===== src/rtl/dce_pkg.sv =====
package dce_pkg;
   typedef enum logic [1:0] {
      MODE_NEVER  = 2'b00,
      MODE_IF_T   = 2'b01,
      MODE_IF_F   = 2'b10,
      MODE_ALWAYS = 2'b11
   } act_mode_e;

   localparam int unsigned N_ACT   = 3;
   localparam int unsigned ACT_IRQ = 0;
   localparam int unsigned ACT_BR  = 1;
   localparam int unsigned ACT_WT  = 2;
endpackage


===== src/rtl/dce_match.sv =====
module dce_match #(
   parameter int unsigned STAT_W   = 4,
   parameter int unsigned SEL_W    = 32,
   parameter int unsigned MASK_LSB = 16,
   parameter int unsigned VAL_LSB  = 0
) (
   input  logic [STAT_W-1:0] stat_i,
   input  logic [SEL_W-1:0]  sel_i,
   output logic              match_o
);
   logic [STAT_W-1:0] mask_w, val_w;

   assign mask_w  = sel_i[MASK_LSB +: STAT_W];
   assign val_w   = sel_i[VAL_LSB +: STAT_W];
   assign match_o = ((stat_i & mask_w) == (val_w & mask_w));

   always_comb begin
      if (mask_w == '0) begin
         assert_zero_mask_R3: assert (match_o);
      end
   end
endmodule


===== src/rtl/dce_decide.sv =====
module dce_decide
   import dce_pkg::*;
(
   input  act_mode_e mode_i,
   input  logic      match_i,
   output logic      fire_o
);
   always_comb begin
      unique case (mode_i)
         MODE_NEVER:  fire_o = 1'b0;
         MODE_IF_T:   fire_o = match_i;
         MODE_IF_F:   fire_o = !match_i;
         MODE_ALWAYS: fire_o = 1'b1;
         default:     fire_o = 1'b0;
      endcase
   end
endmodule


===== src/rtl/dce_nextptr.sv =====
module dce_nextptr #(
   parameter int unsigned ADDR_W = 32,
   parameter int unsigned STRIDE = 16
) (
   input  logic [ADDR_W-1:0] cur_i,
   input  logic [ADDR_W-1:0] dep_i,
   input  logic              take_i,
   output logic [ADDR_W-1:0] nxt_o
);
   localparam logic [ADDR_W-1:0] STEP = ADDR_W'(STRIDE);

   logic [ADDR_W-1:0] seq_w;
   assign seq_w = cur_i + STEP;
   assign nxt_o = take_i ? dep_i : seq_w;
endmodule


===== src/rtl/desc_cond_eval.sv =====
module desc_cond_eval
   import dce_pkg::*;
#(
   parameter int unsigned STAT_W   = 4,
   parameter int unsigned SEL_W    = 32,
   parameter int unsigned MASK_LSB = 16,
   parameter int unsigned VAL_LSB  = 0,
   parameter int unsigned ADDR_W   = 32,
   parameter int unsigned STRIDE   = 16
) (
   input  logic              clk,
   input  logic              rst_n,
   input  logic              eval_i,
   input  logic [1:0]        irq_mode_i,
   input  logic [1:0]        br_mode_i,
   input  logic [1:0]        wait_mode_i,
   input  logic [STAT_W-1:0] dev_stat_i,
   input  logic [SEL_W-1:0]  irq_sel_i,
   input  logic [SEL_W-1:0]  br_sel_i,
   input  logic [SEL_W-1:0]  wait_sel_i,
   input  logic [ADDR_W-1:0] cur_ptr_i,
   input  logic [ADDR_W-1:0] dep_addr_i,
   output logic              irq_req_o,
   output logic              wait_o,
   output logic              branch_o,
   output logic [ADDR_W-1:0] next_ptr_o,
   output logic              dec_valid_o
);
   if (MASK_LSB + STAT_W > SEL_W || VAL_LSB + STAT_W > SEL_W) begin : g_bad_fields
      $error("desc_cond_eval: select fields exceed SEL_W");
   end
   if (STRIDE == 0 || STRIDE >= (64'd1 << ADDR_W)) begin : g_bad_stride
      $error("desc_cond_eval: STRIDE out of range");
   end

   logic [SEL_W-1:0] sel_a  [N_ACT];
   act_mode_e        mode_a [N_ACT];
   logic [N_ACT-1:0] match_w, fire_w;
   logic [ADDR_W-1:0] nxt_w;

   assign sel_a[ACT_IRQ]  = irq_sel_i;
   assign sel_a[ACT_BR]   = br_sel_i;
   assign sel_a[ACT_WT]   = wait_sel_i;
   assign mode_a[ACT_IRQ] = act_mode_e'(irq_mode_i);
   assign mode_a[ACT_BR]  = act_mode_e'(br_mode_i);
   assign mode_a[ACT_WT]  = act_mode_e'(wait_mode_i);

   for (genvar a = 0; a < N_ACT; a++) begin : g_act
      dce_match #(
         .STAT_W(STAT_W), .SEL_W(SEL_W), .MASK_LSB(MASK_LSB), .VAL_LSB(VAL_LSB)
      ) u_match (
         .stat_i (dev_stat_i),
         .sel_i  (sel_a[a]),
         .match_o(match_w[a])
      );
      dce_decide u_dec (
         .mode_i (mode_a[a]),
         .match_i(match_w[a]),
         .fire_o (fire_w[a])
      );
   end

   dce_nextptr #(.ADDR_W(ADDR_W), .STRIDE(STRIDE)) u_nxt (
      .cur_i (cur_ptr_i),
      .dep_i (dep_addr_i),
      .take_i(fire_w[ACT_BR]),
      .nxt_o (nxt_w)
   );

   always_ff @(posedge clk or negedge rst_n) begin
      if (!rst_n) begin
         irq_req_o   <= 1'b0;
         wait_o      <= 1'b0;
         branch_o    <= 1'b0;
         next_ptr_o  <= '0;
         dec_valid_o <= 1'b0;
      end else begin
         dec_valid_o <= eval_i;
         irq_req_o   <= eval_i & fire_w[ACT_IRQ];
         if (eval_i) begin
            wait_o     <= fire_w[ACT_WT];
            branch_o   <= fire_w[ACT_BR];
            next_ptr_o <= nxt_w;
         end
      end
   end

   assert_irq_after_strobe_R8: assert property (@(posedge clk) disable iff (!rst_n)
      irq_req_o |-> $past(eval_i));
   assert_hold_R9: assert property (@(posedge clk) disable iff (!rst_n)
      !eval_i |=> ($stable(next_ptr_o) && $stable(wait_o) && $stable(branch_o) && !dec_valid_o));
   assert_branch_target_R7: assert property (@(posedge clk) disable iff (!rst_n)
      (eval_i && fire_w[ACT_BR]) |=> (branch_o && next_ptr_o == $past(dep_addr_i)));
   assert_never_irq_R5: assert property (@(posedge clk) disable iff (!rst_n)
      (eval_i && irq_mode_i == MODE_NEVER) |=> !irq_req_o);
   assert_always_wait_R5: assert property (@(posedge clk) disable iff (!rst_n)
      (eval_i && wait_mode_i == MODE_ALWAYS) |=> wait_o);
endmodule


===== config.mk =====
export PLATFORM = sky130hd
export DESIGN_NAME = desc_cond_eval
export DESIGN_NICKNAME = d
export VERILOG_FILES = /design/src/rtl/dce_pkg.sv /design/src/rtl/dce_match.sv /design/src/rtl/dce_decide.sv /design/src/rtl/dce_nextptr.sv /design/src/rtl/desc_cond_eval.sv
export SDC_FILE = /design/constraint.sdc
export NUM_CORES = 1
export LEC_CHECK = 0
export CAP_MARGIN = 20
export CELL_PAD_IN_SITES_DETAIL_PLACEMENT = 2
export CELL_PAD_IN_SITES_GLOBAL_PLACEMENT = 2
export CORE_MARGIN = 4
export CORE_UTILIZATION = 36
export CTS_CLUSTER_SIZE = 16
export DETAILED_ROUTE_END_ITERATION = 10
export DONT_BUFFER_PORTS = 1
export PLACE_DENSITY_LB_ADDON = 0.1
export RECOVER_POWER = 100
export SYNTH_ARGS = -nofsm -noshare
export SYNTH_HDL_FRONTEND = slang
export SYNTH_HIERARCHICAL = 1
export SYNTH_SLANG_ARGS = --single-unit

===== constraint.sdc =====
create_clock -name clk -period 1.3 [get_ports clk]
set_clock_uncertainty 0.05 [all_clocks]
set_input_delay 0.26 -clock clk [delete_from_list [all_inputs] [get_ports clk]]
set_output_delay 0.26 -clock clk [all_outputs]
set_load 0.02 [all_outputs]

==> flow_metrics.env, run 1 <==
export IMPL_fmaxAchievable_ghz=0.512
export IMPL_crit_cells=7
export IMPL_min_path_type="in2reg"
export IMPL_num_fill_cells=758
export IMPL_instances_no_fill=370
export IMPL_rr_endpoint="next_ptr_o[17]$_DFFE_PN0P_"
export IMPL_critPathTopFamily="simple AND/OR/NAND/NOR gates"
export IMPL_grt_pass1_vias=2426
export IMPL_final_layout_size_suffix_gt1_frac=0.383
export IMPL_yosys_area_top_type_share=0.347
export IMPL_setup_viol=33
export IMPL_worst_path_most_repeated_cell="mux2_4"
export IMPL_overflow=0
export IMPL_numClockSinks=36
export IMPL_grt_pass1_wl_um=12400
export IMPL_viasPerCell=5.65
export IMPL_dp_hpwl_um=5850
export IMPL_cp_slowest_stage_delay_ns=0.53
export IMPL_critPathLaunch="dev_stat_i[3]"
export IMPL_final_nets=447
export IMPL_drtPass1Iterations=4
export IMPL_ios=209
export IMPL_path_cells="xor2_2 > a22o_1 > a221oi_4 > mux2_4 > or4_4 > nand3_2 > mux2_4"
export IMPL_grt_usage=0.182
export IMPL_tightestPinTransition_ns=0.537
export IMPL_synth_edf_count=0
export IMPL_row_count=30
export IMPL_rsz0062_at_grt="yes"
export IMPL_drv_cap=0
export IMPL_antenna_cells=0
export IMPL_status="complete, but fails checks"
export IMPL_slew_viol_final=0
export IMPL_path_clk_slew_ns=0.07
export IMPL_clockRootBuffer="clkbuf_8"
export IMPL_postRouteAntennaNets=0
export IMPL_start_kind="input port"
export IMPL_fin_tns_setup_ns=-18.28
export IMPL_clock_path_buffers=2
export IMPL_syn_area_per_cell_sq_um=10.4
export IMPL_dp_cells=353
export IMPL_die_h_um=92.9
export IMPL_cts_buffers=5
export IMPL_path_buf_inv=0
export IMPL_r2r_start="next_ptr_o[17]$_DFFE_PN0P_"
export IMPL_ys_seq_area_frac=0.347
export IMPL_synthFlopType="dfrtp_1"
export IMPL_antenna_found_initial=0
export IMPL_async_flop_share=1.00
export IMPL_cp_slowest_cell="or4_4"
export IMPL_ir_drop_uv=442
export IMPL_yosysTopAreaCell="dfrtp_1"
export IMPL_clk_latency_ns=0.28
export IMPL_violations="setup timing"
export IMPL_critPathRequiredTime_ns=1.48
export IMPL_yosysMostFrequentCell="dfrtp_1"
export IMPL_cts_tree="built"
export IMPL_chipWidth_um=92.9
export IMPL_cp_arrival_ns=2.13
export IMPL_post_place_ws_ns=-0.909
export IMPL_critical_path_class="in2reg"
export IMPL_layout_setup_ws_ns=-0.651
export IMPL_place_gp_congestion=0.721
export IMPL_yosysWarnings=6
export IMPL_htree_levels=2
export IMPL_r2r_cells=1
export IMPL_endpoint_kind="flop"
export IMPL_leakage_nw=1.29
export IMPL_worstPathMaxFanout=6
export IMPL_maxSlewHeadroom=0.642
export IMPL_wire_per_inst_um=22.1
export IMPL_synth_cell_type_count=31
export IMPL_initial_core_util=0.376
export IMPL_synthTopCellsByArea="dfrtp_1, mux2_4, xor2_1"
export IMPL_synth_area_sq_um=2590
export IMPL_synth_seq_cells=36
export IMPL_die_area_sq_um=8630
export IMPL_fin_crit_sh=1.50
export IMPL_hold_viol=0
export IMPL_grt_start_max_net_pins=37
export IMPL_netlist_instances=250
export IMPL_r2r_slack_ns=0.33
export IMPL_drc_errors=0
export IMPL_core_area_sq_um=6910
export IMPL_synth_common_cells="dfrtp_1, mux2_4, nand2_1"
export IMPL_syn_nets=424
export IMPL_period_needed_ns=1.95
export IMPL_io_buffers=0
export IMPL_syn_to_final_growth_pct=19.2
export IMPL_vias=2089
export IMPL_endpoint="next_ptr_o[17]$_DFFE_PN0P_"
export IMPL_finalWirelength_um=8180
export IMPL_drtIter0Drc=48
export IMPL_pwr_density_cell_nw_per_um2=1090
## what timing repair did
action                                  CTS  global route
cloned                                    0             2
resized for setup                        11            32
pin swaps                                 0             8
hold buffers                              3             0
endpoints found under the setup margin   33            34
hold endpoints to repair                 37             0
setup buffers                             1             5
## layout by cell type (no fill, tap or decap), types with 8 or more instances in the layout
cell type,netlist,final
dfrtp_1,36,36
or4_1,16,11
o31ai_1,8,8
o21ai_1,0,9
mux2_4,32,34
buf_4,0,19
nand2_2,0,8
nand3_1,11,8
mux2_2,10,9
a31oi_1,11,10
xor2_1,18,17
nor2_1,12,12
nand2_1,26,17
## kinds of logic after synthesis
| family | Yosys count | synth area share |
|---|---|---|
| AO/OA/AOI/OAI | 45 | 0.122 |
| XOR/XNOR | 22 | 0.0743 |
| adder cells (fa/ha/maj) | 1 | 0.00482 |
| buffers and inverters | 22 | 0.0555 |
| flip-flops | 36 | 0.347 |
| multiplexers | 42 | 0.229 |
| AND/OR/NAND/NOR | 82 | 0.167 |
## registers in the layout, indices dropped and copies added, names as in the netlist
name and count:
branch_o 1, dec_valid_o 1, irq_req_o 1, next_ptr_o 32, wait_o 1
## power breakdown
group          internal, mW  switching (mW)
clock                 0.433           0.409
combinational         0.523           0.320
sequential             1.30           0.382
## metal layers
| metal | global-route usage | vias to the layer above | share of wire |
|---|---|---|---|
| li1 | - | 971 | - |
| met1 | 0.208 | 1026 | 0.40 |
| met2 | 0.309 | 87 | 0.50 |
| met3 | 0.0780 | 5 | 0.093 |
| met4 | 0.0488 | 0 | 0.0070 |
| met5 | 0 | - | 0 |
## stage by stage
stage / cell area, sq um / utilization / hold WS, ns / power (mW)
final: 3090 / 0.448 / 0.0767 / 3.37
after global routing: 3090 / 0.448 / 0.0636 / 3.57
after CTS: 2950 / 0.427 / 0.0471 / 3.33
after detailed placement: 2800 / 0.406 / -0.0845 / 2.41
after global placement: 2800 / 0.406 / -0.0846 / 2.38
after floorplan: 2660 / - / -0.0856 / 2.29
## worst min-delay path by stage
| stage | from | end | slack, ns | depth (start not counted) |
|---|---|---|---|---|
| 2_1_floorplan | rst_n | branch_o$_DFFE_PN0P_ | -0.09 | 0 |
| 3_3_place_gp | rst_n | next_ptr_o[21]$_DFFE_PN0P_ | -0.08 | 0 |
| 3_5_place_dp | rst_n | next_ptr_o[21]$_DFFE_PN0P_ | -0.08 | 0 |
| 4_1_cts | eval_i | irq_req_o$_DFF_PN0_ | 0.05 | 1 |
| 5_1_grt | eval_i | irq_req_o$_DFF_PN0_ | 0.06 | 1 |
| 6_report | eval_i | irq_req_o$_DFF_PN0_ | 0.08 | 1 |
## area by class of cell
class | count | area (sq um) | area share
multi-input cells | 193 | 1670 | 0.539
flip-flops and latches | 36 | 901 | 0.291
repair buffers | 29 | 284 | 0.0918
well taps | 96 | 120 | 0.0388
clock buffers | 8 | 90.1 | 0.0291
inverters | 8 | 30.0 | 0.00971
Power figures use the tool's default switching activity.
==> run 2, diff against run 1 <==
--- a/config.mk
+++ b/config.mk
@@ -5,10 +5,11 @@
 export SDC_FILE = /design/constraint.sdc
 export NUM_CORES = 1
 export LEC_CHECK = 0
+export ABC_CLOCK_PERIOD_IN_PS = 1300
 export CAP_MARGIN = 20
 export CELL_PAD_IN_SITES_DETAIL_PLACEMENT = 2
 export CELL_PAD_IN_SITES_GLOBAL_PLACEMENT = 2
-export CORE_MARGIN = 4
+export CORE_MARGIN = 3
 export CORE_UTILIZATION = 36
 export CTS_CLUSTER_SIZE = 16
 export DETAILED_ROUTE_END_ITERATION = 10
==> flow_metrics.env, run 2 (synthesized netlist as in run 1, its figures left out) <==
export IMPL_layout_setup_ws_ns=-0.527
export IMPL_multiInputGateArea_sq_um=1650
export IMPL_dp_hpwl_um=5690
export IMPL_numClockSinks=36
export IMPL_num_fill_cells=720
export IMPL_start_kind="input port"
export IMPL_antenna_cells=0
export IMPL_r2r_slack_ns=0.35
export IMPL_core_area_sq_um=6910
export IMPL_clk_latency_ns=0.28
export IMPL_htree_levels=2
export IMPL_path_clk_slew_ns=0.08
export IMPL_r2r_start="next_ptr_o[31]$_DFFE_PN0P_"
export IMPL_worstPathMaxFanout=6
export IMPL_grt_pass1_wl_um=12600
export IMPL_vias=2131
export IMPL_placed_area_sq_um=2840
export IMPL_fin_crit_sh=1.41
export IMPL_drv_cap=0
export IMPL_ir_drop_uv=588
export IMPL_maxSlewHeadroom=0.639
export IMPL_grt_usage=0.188
export IMPL_row_count=30
export IMPL_chipWidth_um=90.9
export IMPL_final_layout_size_suffix_gt1_frac=0.374
export IMPL_holdPathEnd="next_ptr_o[0]$_DFFE_PN0P_"
export IMPL_hold_viol=0
export IMPL_die_area_sq_um=8260
export IMPL_postRouteAntennaNets=0
export IMPL_critPathRequiredTime_ns=1.48
export IMPL_endpoint_kind="flop"
export IMPL_min_from="eval_i"
export IMPL_setup_viol=33
export IMPL_viasPerCell=5.70
export IMPL_fin_tns_setup_ns=-14.33
export IMPL_clock_path_buffers=2
export IMPL_grt_pass1_vias=2418
export IMPL_rr_endpoint="next_ptr_o[31]$_DFFE_PN0P_"
export IMPL_min_path_type="in2reg"
export IMPL_cts_tree="built"
export IMPL_regArea_sq_um=901
export IMPL_overflow=0
export IMPL_io_buffers=0
export IMPL_ios=209
export IMPL_top_register="next_ptr_o"
export IMPL_tightestPinTransition_ns=0.542
export IMPL_clockRootBuffer="clkbuf_8"
export IMPL_design_area_sq_um=3160
export IMPL_drc_errors=0
export IMPL_drtIter0Drc=43
export IMPL_violations="setup timing"
export IMPL_wire_per_inst_um=20.9
export IMPL_cts_buffers=5
export IMPL_place_gp_congestion=0.712
export IMPL_largest_register_ffs=32
export IMPL_slew_viol_final=0
export IMPL_final_cell_mix="dfrtp_1, mux2_4, nand2_1, buf_4, xor2_1"
export IMPL_antenna_found_initial=0
export IMPL_cp_arrival_ns=2.01
export IMPL_grt_start_max_net_pins=37
export IMPL_fmaxAchievable_ghz=0.547
export IMPL_final_nets=451
export IMPL_die_h_um=90.9
export IMPL_rsz0062_at_grt="yes"
export IMPL_leakage_nw=1.32
export IMPL_r2r_cells=1
export IMPL_finalWirelength_um=7820
export IMPL_status="complete, but fails checks"
export IMPL_pwr_density_cell_nw_per_um2=1140
export IMPL_initial_core_util=0.376
export IMPL_final_common_cell="dfrtp_1"
export IMPL_period_needed_ns=1.83
export IMPL_drtPass1Iterations=4
export IMPL_total_power_mw=3.60
export IMPL_critical_path_class="in2reg"
export IMPL_utilization=0.457
export IMPL_hold_depth=1
export IMPL_syn_to_final_growth_pct=21.8
## run 2: power breakdown
part | internal (mW) | leakage, nW | switching [mW]
logic | 0.517 | 0.834 | 0.302
clock network | 0.677 | 0.0645 | 0.426
registers | 1.30 | 0.424 | 0.378
## run 2: final cells by class
cell class                 count  share of cell area
clock buffer                   7              0.0305
clock inverter                 1             0.00950
inverter                       8             0.00990
multi-input combinational    193               0.522
tap                           96              0.0380
timing repair buffer          33               0.105
sequential                    36               0.285
## run 2: repair_timing
| action | 4_1_cts | 5_1_grt |
|---|---|---|
| setup endpoints to repair | 33 | 34 |
| hold buffers | 3 | 0 |
| setup buffers | 3 | 2 |
| resized for setup | 19 | 18 |
| pin swaps | 6 | 1 |
| endpoints found under the hold margin | 37 | 0 |
| cloned | 1 | 1 |
## run 2: how the worst max path moves through the flow
stage             startpoint                          to  slack (ns)  cells past startpoint
2_1_floorplan  dev_stat_i[3]   next_ptr_o[2]$_DFFE_PN0P_       -0.80                      8
3_3_place_gp   dev_stat_i[3]  next_ptr_o[25]$_DFFE_PN0P_       -0.83                      9
3_5_place_dp    cur_ptr_i[7]  next_ptr_o[24]$_DFFE_PN0P_       -0.85                      6
4_1_cts        dev_stat_i[3]  next_ptr_o[25]$_DFFE_PN0P_       -0.52                      9
5_1_grt        dev_stat_i[3]  next_ptr_o[16]$_DFFE_PN0P_       -0.61                      7
6_report       dev_stat_i[3]  next_ptr_o[17]$_DFFE_PN0P_       -0.53                      7
## run 2: layer usage
| layer | track usage | vias up | routed length [um] |
|---|---|---|---|
| li1 | - | 981 | - |
| met5 | 0 | - | 0 |
| met3 | 0.0750 | 7 | 730 |
| met4 | 0.0389 | 0 | 71 |
| met1 | 0.223 | 1052 | 3270 |
| met2 | 0.321 | 91 | 3750 |
## run 2: through the flow
stage | instances | hold WS, ns | setup WS [ns]
final | 374 | 0.0794 | -0.527
after floorplan | 250 | -0.0856 | -0.802
after global placement | 356 | -0.0847 | -0.832
after CTS | 371 | 0.0510 | -0.519
after detailed placement | 356 | -0.0844 | -0.850
after global routing | 374 | 0.0678 | -0.612
## run 2: worst max-delay path: stages
cell and delay [ns]:
xor2_1 0.14, a22o_1 0.24, a221oi_4 0.22, mux2_4 0.39, or4_1 0.54, nand3_1 0.09
mux2_4 0.13
